<file path="src/rtl/evb_pkg.sv">
package evb_pkg;
  typedef enum logic {
    SEL_IDX = 1'b0,
    SEL_CNT = 1'b1
  } reg_sel_e;
endpackage

</file>
<file path="src/rtl/evb_ring_idx.sv">
module evb_ring_idx #(
  parameter int IDX_W = 6
) (
  input  logic             clk,
  input  logic             rst_n,
  input  logic             ovr_dis,
  input  logic             gate_vld,
  input  logic             ld_req,
  input  logic             idx_wr,
  input  logic [IDX_W-1:0] idx_wr_rd,
  input  logic [IDX_W-1:0] idx_wr_wr,
  output logic [IDX_W-1:0] rd_idx,
  output logic [IDX_W-1:0] wr_idx,
  output logic             gate_rdy,
  output logic             full,
  output logic             empty,
  output logic             ld_acc
);
  logic [IDX_W-1:0] rd_q, wr_q, rd_inc, wr_inc;
  logic             gate_acc;

  assign rd_inc   = rd_q + 1'b1;
  assign wr_inc   = wr_q + 1'b1;
  assign full     = (wr_q == rd_q);
  assign empty    = (rd_inc == wr_q);
  assign gate_rdy = !full || ovr_dis;
  assign gate_acc = gate_vld && gate_rdy;
  assign ld_acc   = ld_req && !empty;

  always_ff @(posedge clk or negedge rst_n) begin
    if (!rst_n) begin
      rd_q <= '1;
      wr_q <= '0;
    end else if (idx_wr) begin
      rd_q <= idx_wr_rd;
      wr_q <= idx_wr_wr;
    end else begin
      if (gate_acc) wr_q <= wr_inc;
      if (ld_acc)   rd_q <= rd_inc;
    end
  end

  assign rd_idx = rd_q;
  assign wr_idx = wr_q;

  AST_WR_STEP: assert property (@(posedge clk) disable iff (!rst_n)
    (gate_vld && gate_rdy && !idx_wr) |=> wr_idx == IDX_W'($past(wr_idx) + 1'b1));
  AST_FULL_BLOCKS: assert property (@(posedge clk) disable iff (!rst_n)
    (full && !ovr_dis && !idx_wr) |=> $stable(wr_idx));
  AST_EMPTY_HOLDS_RD: assert property (@(posedge clk) disable iff (!rst_n)
    (empty && !idx_wr) |=> $stable(rd_idx));
  AST_IDX_WRITE: assert property (@(posedge clk) disable iff (!rst_n)
    idx_wr |=> (rd_idx == $past(idx_wr_rd)) && (wr_idx == $past(idx_wr_wr)));
endmodule

</file>
<file path="src/rtl/evb_word_cnt.sv">
module evb_word_cnt #(
  parameter int CNT_W = 7
) (
  input  logic             clk,
  input  logic             rst_n,
  input  logic             ld_acc,
  input  logic [CNT_W-1:0] nxt_len,
  input  logic             xfer,
  input  logic             cnt_wr,
  input  logic [CNT_W-1:0] cnt_wdata,
  output logic [CNT_W-1:0] word_cnt,
  output logic             xfer_done
);
  logic [CNT_W-1:0] cnt_q;
  logic             done_q, dec_ok;

  assign dec_ok = xfer && !cnt_wr && !ld_acc && (cnt_q != '0);

  always_ff @(posedge clk or negedge rst_n) begin
    if (!rst_n) begin
      cnt_q  <= '0;
      done_q <= 1'b0;
    end else begin
      done_q <= dec_ok && (cnt_q == CNT_W'(1));
      if (cnt_wr)      cnt_q <= cnt_wdata;
      else if (ld_acc) cnt_q <= nxt_len;
      else if (dec_ok) cnt_q <= cnt_q - 1'b1;
    end
  end

  assign word_cnt  = cnt_q;
  assign xfer_done = done_q;

  AST_CNT_FLOOR: assert property (@(posedge clk) disable iff (!rst_n)
    (xfer && word_cnt == '0 && !cnt_wr && !ld_acc) |=> word_cnt == '0);
  AST_DONE_AT_ZERO: assert property (@(posedge clk) disable iff (!rst_n)
    xfer_done |-> word_cnt == '0);
  AST_DONE_ONE_CYCLE: assert property (@(posedge clk) disable iff (!rst_n)
    xfer_done |=> !xfer_done);
  AST_CNT_WRITE: assert property (@(posedge clk) disable iff (!rst_n)
    cnt_wr |=> (word_cnt == $past(cnt_wdata)) && !xfer_done);
endmodule

</file>
<file path="src/rtl/evb_reg_view.sv">
module evb_reg_view
  import evb_pkg::*;
#(
  parameter int DW     = 32,
  parameter int IDX_W  = 6,
  parameter int CNT_W  = 7,
  parameter int RD_LSB = 8,
  parameter int WR_LSB = 0
) (
  input  logic             sel,
  input  logic [IDX_W-1:0] rd_idx,
  input  logic [IDX_W-1:0] wr_idx,
  input  logic [CNT_W-1:0] word_cnt,
  output logic [DW-1:0]    rdata
);
  always_comb begin
    rdata = '0;
    if (reg_sel_e'(sel) == SEL_IDX) begin
      rdata[RD_LSB +: IDX_W] = rd_idx;
      rdata[WR_LSB +: IDX_W] = wr_idx;
    end else begin
      rdata[CNT_W-1:0] = word_cnt;
    end
  end

  always_comb begin
    if (reg_sel_e'(sel) == SEL_CNT)
      AST_CNT_VIEW_ZERO_TOP: assert (rdata[DW-1:CNT_W] == '0);
  end
endmodule

</file>
<file path="src/rtl/evb_ptr_ctrl.sv">
module evb_ptr_ctrl
  import evb_pkg::*;
#(
  parameter int DW     = 32,
  parameter int IDX_W  = 6,
  parameter int CNT_W  = 7,
  parameter int RD_LSB = 8,
  parameter int WR_LSB = 0
) (
  input  logic             clk,
  input  logic             rst_n,
  input  logic             ovr_dis,
  input  logic             gate_vld,
  output logic             gate_rdy,
  input  logic             ld_next,
  input  logic [CNT_W-1:0] nxt_len,
  input  logic             xfer,
  input  logic             reg_wr,
  input  logic             reg_sel,
  input  logic [DW-1:0]    reg_wdata,
  output logic [DW-1:0]    reg_rdata,
  output logic [IDX_W-1:0] rd_idx,
  output logic [IDX_W-1:0] wr_idx,
  output logic             full,
  output logic             empty,
  output logic [CNT_W-1:0] word_cnt,
  output logic             xfer_done
);
  localparam int TOP_USED = RD_LSB + IDX_W;

  logic idx_wr, cnt_wr, ld_acc;
  logic unused_wdata;

  assign idx_wr       = reg_wr && (reg_sel_e'(reg_sel) == SEL_IDX);
  assign cnt_wr       = reg_wr && (reg_sel_e'(reg_sel) == SEL_CNT);
  assign unused_wdata = ^reg_wdata[DW-1:TOP_USED];

  evb_ring_idx #(.IDX_W(IDX_W)) u_ring (
    .clk       (clk),
    .rst_n     (rst_n),
    .ovr_dis   (ovr_dis),
    .gate_vld  (gate_vld),
    .ld_req    (ld_next),
    .idx_wr    (idx_wr),
    .idx_wr_rd (reg_wdata[RD_LSB +: IDX_W]),
    .idx_wr_wr (reg_wdata[WR_LSB +: IDX_W]),
    .rd_idx    (rd_idx),
    .wr_idx    (wr_idx),
    .gate_rdy  (gate_rdy),
    .full      (full),
    .empty     (empty),
    .ld_acc    (ld_acc)
  );

  evb_word_cnt #(.CNT_W(CNT_W)) u_cnt (
    .clk       (clk),
    .rst_n     (rst_n),
    .ld_acc    (ld_acc),
    .nxt_len   (nxt_len),
    .xfer      (xfer),
    .cnt_wr    (cnt_wr),
    .cnt_wdata (reg_wdata[CNT_W-1:0]),
    .word_cnt  (word_cnt),
    .xfer_done (xfer_done)
  );

  evb_reg_view #(
    .DW(DW), .IDX_W(IDX_W), .CNT_W(CNT_W), .RD_LSB(RD_LSB), .WR_LSB(WR_LSB)
  ) u_view (
    .sel      (reg_sel),
    .rd_idx   (rd_idx),
    .wr_idx   (wr_idx),
    .word_cnt (word_cnt),
    .rdata    (reg_rdata)
  );

  AST_FLAG_FULL_EMPTY_EXCL: assert property (@(posedge clk) disable iff (!rst_n)
    !(full && empty));
  AST_LOAD_TAKES_LEN: assert property (@(posedge clk) disable iff (!rst_n)
    (ld_next && !empty && !reg_wr) |=> word_cnt == $past(nxt_len));
  AST_OVR_ACCEPTS: assert property (@(posedge clk) disable iff (!rst_n)
    ovr_dis |-> gate_rdy);
endmodule

</file>
<file path="config.mk">
export PLATFORM = sky130hd
export DESIGN_NAME = evb_ptr_ctrl
export DESIGN_NICKNAME = d
export VERILOG_FILES = /design/src/rtl/evb_pkg.sv /design/src/rtl/evb_ring_idx.sv /design/src/rtl/evb_word_cnt.sv /design/src/rtl/evb_reg_view.sv /design/src/rtl/evb_ptr_ctrl.sv
export SDC_FILE = /design/constraint.sdc
export NUM_CORES = 1
export LEC_CHECK = 0
export ABC_AREA = 1
export BUFFER_PORTS_ARGS = -buffer_cell sky130_fd_sc_hd__buf_2
export CAP_MARGIN = 20
export CORE_MARGIN = 4
export CORE_UTILIZATION = 50
export CTS_CLUSTER_DIAMETER = 80
export DETAILED_ROUTE_END_ITERATION = 12
export HOLD_SLACK_MARGIN = 0.02
export MAX_ROUTING_LAYER = met4
export PLACE_DENSITY = 0.92
export RECOVER_POWER = 25
export SYNTH_ARGS = -nofsm -noshare
export SYNTH_HDL_FRONTEND = slang
export SYNTH_HIERARCHICAL = 1
export SYNTH_SLANG_ARGS = --single-unit
</file>
<file path="constraint.sdc">
create_clock -name clk -period 3.65 [get_ports clk]
set_clock_uncertainty 0.1 [all_clocks]
set_input_delay 0.365 -clock clk [delete_from_list [all_inputs] [get_ports clk]]
set_output_delay 0.365 -clock clk [all_outputs]
set_load 0.05 [all_outputs]
</file>
# After elaboration in Yosys (flattened, before gate mapping)
# Index checks and enable logic that the tools add are counted.
# op_classes
add_sub_neg,3
shift,0
reduce_logical,17
div,0
mul,0
n_eq_ne,3
muxes,10
n_lt_le_gt_ge,0
bitwise_logic,1
# ops
op,count
two-way mux 6 bit,6
two-way mux 7 bit,3
"adder 6 x 1 -> 6 bit, second input constant",2
equality test 6 bit,2
logical AND 1 bit,8
"equality test 7 x 1 -> 1 bit, second input constant",1
nonzero test 7 bit,1
"subtractor 7 x 1 -> 7 bit, second input constant",1
zero test 1 bit,4
nonzero test 2 bit,2
nonzero test 3 bit,1
logical OR 1 bit,1
two-way mux 1 bit,1
NOT 1 bit,1
# totals
input_bits,47
rom_bits,0
mem_count,0
register_bits,20
latch_bits,0
out_inout_bits,55
elab_cells,38
ramBits,0

# Longest topological paths before layout
# depth
ltp_word,10
depth_mapped,17
ltp_nobuf,17

# Modules after synthesis
# The synthesis kept the hierarchy.
# by_module_without_submodules
mod,cells_each,seq_area_each_um2,n_inst,area_each_um2
evb_ring_idx,157,307.8,1,1052.3
evb_word_cnt,95,200.2,1,624.3
evb_reg_view,54,0.0,1,281.5
evb_ptr_ctrl,4,0.0,1,17.5

# Worst setup path after synthesis
# No wires, ideal clock.
# synth_path
path_kind,reg-to-output
startpoint,"register u_ring.rd_q[4], in the netlist u_ring/rd_idx[4]"
endpoint,output full
stages_incl_launch_ff,5
arrival_ns,2.534
required_time_ns,3.185
slack_ns,0.651
path_buffers,0
path_cell_list,dfstp_2 nand2_1 nand2_2 inv_2 nor4_1
# synth_between
elab_chain_len,1
# synth_rtl
element,line_no,text
"start, declared",evb_ring_idx.sv:19,"logic [IDX_W-1:0] rd_q, wr_q, rd_inc, wr_inc;"
"start signal, assigned",evb_ring_idx.sv:35,rd_q <= idx_wr_rd;
"start signal, assigned",evb_ring_idx.sv:39,if (ld_acc) rd_q <= rd_inc;
equality test 6 bit,evb_ring_idx.sv:24,assign full = (wr_q == rd_q);
"end, declared",evb_ptr_ctrl.sv:24,"output logic full,"
# Every way passes these cells.

# Worst setup path after layout
# layout_path
startpoint,"register u_ring.rd_q[0], in the netlist u_ring/rd_idx[0]"
endpoint,"register u_cnt.cnt_q[3], in the netlist u_cnt/word_cnt[3]"
# layout_between
elab_chain_len,8
elab_cells_between_ends,10
classes_between,1 x add/sub; 1 x eq/ne; 2 x mux; 6 x reduce/logical
# layout_rtl
element,line_no,text
adder 6 x 1 -> 6 bit (*),evb_ring_idx.sv:22,assign rd_inc = rd_q + 1'b1;
equality test 6 bit (*),evb_ring_idx.sv:25,assign empty = (rd_inc == wr_q);
zero test 1 bit (*),evb_ring_idx.sv:28,assign ld_acc = ld_req && !empty;
logical AND 1 bit (*),evb_ring_idx.sv:28,
net ld_acc,evb_ptr_ctrl.sv:31,"logic idx_wr, cnt_wr, ld_acc;"
zero test 1 bit,evb_word_cnt.sv:17,assign dec_ok = xfer && !cnt_wr && !ld_acc && (cnt_q != '0);
logical AND 1 bit (2 in a row),evb_word_cnt.sv:17,
nonzero test 3 bit (no source line),--,
"end signal, assigned",evb_word_cnt.sv:25,if (cnt_wr) cnt_q <= cnt_wdata;
"end signal, assigned",evb_word_cnt.sv:26,else if (ld_acc) cnt_q <= nxt_len;
"end signal, assigned",evb_word_cnt.sv:27,else if (dec_ok) cnt_q <= cnt_q - 1'b1;
"end, declared",evb_word_cnt.sv:14,logic [CNT_W-1:0] cnt_q;
# The timed path passes the listed nets; every way through them passes the cells marked *.
# A chain may end at the register's enable or synchronous reset.

==> metrics.cfg <==
[clocking]
tritoncts=yes
path_clk_slew_ns=0.08
post-cts-setup-buffer-count=0
clk_path_buf_depth=2
cts_hold_repair.buffers=1
clock_sinks=20
ctsRootBufferMaster=clkbuf_8
tritoncts.num_buffers=3
clkLatencyLatePin_ns=0.26
htreeDepth=1
post_cts_resize_count=0

[placed_design]
io_buffer_count=63
detailedPlace.worstSlack_ns=1.14
place.gp.congestion=0.980
dp.cells=414
detailedPlacementHpwl_um=3970

[drt]
drtPass1Iterations=4
wl_per_cell_um=12.6
drtAntennaViolNets=0
avgViaCountPerCell=4.91
dr.first_iter.drc_count=147
postRouteWirelength_um=5270
post-route-drc-count=0
dr_total_vias=2059

[power_and_ir_drop]
powerDensity_nw_per_um2=774
leakage_nw=1.32
vdd_ir_drop_max_uv=397
netSwitchingPower_mw=1.07
power_report.internal_total_mw=0.702
power.total_mw=1.77
sequential_share_of_power=0.258
clockPowerShare=0.100
logic_gate_share_of_total_power=0.642
netSwitchingFraction=0.604

[global_routing]
grt_pass1_wl_um=8750
globalRouteMet3Util=0.0327
gr-total-overflow=0
grt_busiest_layer=met2
first_global_vias=1937
grt_max_degree=22
grt_use_met2=0.355
grtUsageTotal=0.219
number_of_antenna_violations_at_the_first_check_in_global_routing=0
grt.met1_usage=0.286

[worst_setup_path]
worst-endpoint-arrival_ns=2.60
cp_data_required_time_ns=3.71
critical_path_peak_fanout=8
r2r_slack_ns=1.11
critical_path.reg2reg.startpoint=u_ring/rd_idx[0]$_DFFE_PN1P_
setup.worst_path.end_class=register
rr_worst_depth=14
timing.setup.critical_path_class=reg -> reg
type_of_origin_of_the_critical_path=register
crit-reg2reg-capture=u_cnt/word_cnt[3]$_DFFE_PN0P_

[sta]
tns_ns=0
setup_ws_ns=1.11
maximum_clock_frequency_mhz=393
hold-worst-slack_ns=0.282
maxSlewViolCount=0
setup_repair_after_global_routing_missed_its_margin=no
final_min_period_over_clock_period=0.697
least_margin_pin_slew_ns=1.14
finalHoldViolCount=0
relSlewSlack=0.237
finalSetupViolCount=0
min_period_ns=2.54

[final_layout]
total_inserted_antenna_cells=0
layout-area-overhead-vs-synth_pct=15.7
drive_gt1_frac=0.318
nNetsFinal=423
stdcell_count=419

[worst_hold_path]
hold_path_depth=3
timing.hold.worst.class=in -> reg
worstHoldStart=xfer
hold_end=u_cnt/xfer_done$_DFF_PN0_

[floorplanning]
die_w_um=70.9
floorplan.die.height_um=70.9
floorplan.rows=22
start_util=0.528
core_region_area_um2=3740
ioPinCount=102
die_area_um2=5020

[synth]
syn-instance-count=310
ys_seq_area_frac=0.257
synth.yosys.warnings=6
yosys_register_bits=20
distinct_cell_type_count_of_the_synthesized_netlist=32
synthesis.area_per_instance_um2=6.37
syn-cell-area_um2=1980

[job]
drv.max_cap_violation_count=0

[status]
run_status=complete, no violations

registers in the layout (all words and copies together), names as in the netlist:
register	cells
u_cnt/word_cnt	7
u_cnt/xfer_done	1
u_ring/wr_idx	6
u_ring/rd_idx	6
layer usage:
| metal | vias to the layer above | share of wire | wire (µm) |
|---|---|---|---|
| li1 | 1042 | - | - |
| met1 | 918 | 0.42 | 2230 |
| met2 | 95 | 0.48 | 2550 |
| met3 | 4 | 0.084 | 440 |
| met4 | 0 | 0.0084 | 44 |
| met5 | - | 0 | 0 |
Yosys cell counts (all sizes together):
master | number | area share
xor2 | 4 | 0.018
clkinv | 1 | 0.0019
nand3 | 22 | 0.066
dfrtp | 14 | 0.18
nor4 | 1 | 0.0032
nor2 | 34 | 0.073
a21oi | 6 | 0.019
nand4 | 2 | 0.0063
clkbuf | 2 | 0.0089
buf | 22 | 0.086
o22ai | 1 | 0.0032
dfstp | 6 | 0.080
a31oi | 1 | 0.0032
o21ai | 25 | 0.075
ha | 4 | 0.025
xnor2 | 3 | 0.013
conb | 1 | 0.0019
dlygate4sd1 | 1 | 0.0044
nand2 | 121 | 0.26
inv | 39 | 0.075
worst max-delay path, cell delays in order (launching register included):
cell and delay [ns]:
dfstp_2 0.64, ha_1 0.22, nand3_1 0.17, nand3_1 0.11, nand2_1 0.06, nor2_2 0.11
nand3_2 0.11, nand2_4 0.14, inv_1 0.14, nor2_2 0.29, nand2_1 0.09, nor2_1 0.10
nor2_1 0.04, nand2_1 0.06, o21ai_1 0.06
how the worst max path moves through the flow:
stage	start	endpoint	slack, ns
2_1_floorplan	u_ring/rd_idx[4]$_DFFE_PN1P_	full	0.65
6_report	u_ring/rd_idx[0]$_DFFE_PN1P_	u_cnt/word_cnt[3]$_DFFE_PN0P_	1.11
4_1_cts	u_ring/rd_idx[0]$_DFFE_PN1P_	u_cnt/word_cnt[3]$_DFFE_PN0P_	1.12
3_3_place_gp	u_ring/rd_idx[0]$_DFFE_PN1P_	u_cnt/word_cnt[3]$_DFFE_PN0P_	1.19
5_1_grt	u_ring/rd_idx[0]$_DFFE_PN1P_	u_cnt/word_cnt[3]$_DFFE_PN0P_	0.88
3_5_place_dp	u_ring/rd_idx[0]$_DFFE_PN1P_	u_cnt/word_cnt[3]$_DFFE_PN0P_	1.14
power groups by stage:
| stage | sequential (mW) | clock, mW | combinational [mW] |
|---|---|---|---|
| floorplan | 0.678 | 0 | 0.677 |
| global route | 0.477 | 0.188 | 1.23 |
| finish | 0.457 | 0.177 | 1.14 |
| global placement | 0.456 | 0 | 1.10 |
| CTS | 0.455 | 0.180 | 1.13 |
| detailed placement | 0.459 | 0 | 1.13 |
placed cells by master, fill, tap and decap left out:
cell type and count:
nand2_4 4, buf_2 62, dfrtp_1 14, nand3_2 4, nand4_1 2, o21ai_2 6, inv_4 1, xnor2_1 3
nor2_2 7, nand2_2 11, nand2_1 106, clkbuf_8 4, nor2_1 27, o22ai_1 1, inv_2 11, a21oi_1 4
a21oi_2 2, dfstp_2 6, a31oi_1 1, ha_1 4, clkinv_1 1, nor4_1 1, conb_1 19, o21ai_1 6
nand3_1 18, clkbuf_1 1, o21ai_0 13, inv_1 27, xor2_1 4, dlygate4sd3_1 1
kinds of logic (layout without fill, tap and decap cells):
group / Yosys count / after routing / share of synthesized area
simple gates: 180 / 180 / 0.408
buf+inv: 65 / 108 / 0.177
compound gates: 33 / 33 / 0.100
flops: 20 / 20 / 0.257
xor+xnor: 7 / 7 / 0.0310
fa+ha+maj: 4 / 4 / 0.0253
other cells: 1 / 19 / 0.00190
per-stage QoR:
step / instance area, µm² / utilization
4_1_cts: 2290 / 0.611
3_5_place_dp: 2220 / 0.594
3_3_place_gp: 2220 / 0.594
5_1_grt: 2290 / 0.611
2_1_floorplan: 2040 / -
6_report: 2290 / 0.611
layout make-up:
| type | count | area, µm² |
|---|---|---|
| Clock buffer | 4 | 55.1 |
| Tap cell | 48 | 60.1 |
| Sequential cell | 20 | 508 |
| Fill cell | 361 | 1460 |
| Timing Repair Buffer | 64 | 324 |
| Inverter | 40 | 153 |
| Multi-Input combinational cell | 243 | 1190 |
Note: power is estimated with default switching activity, not from simulation.
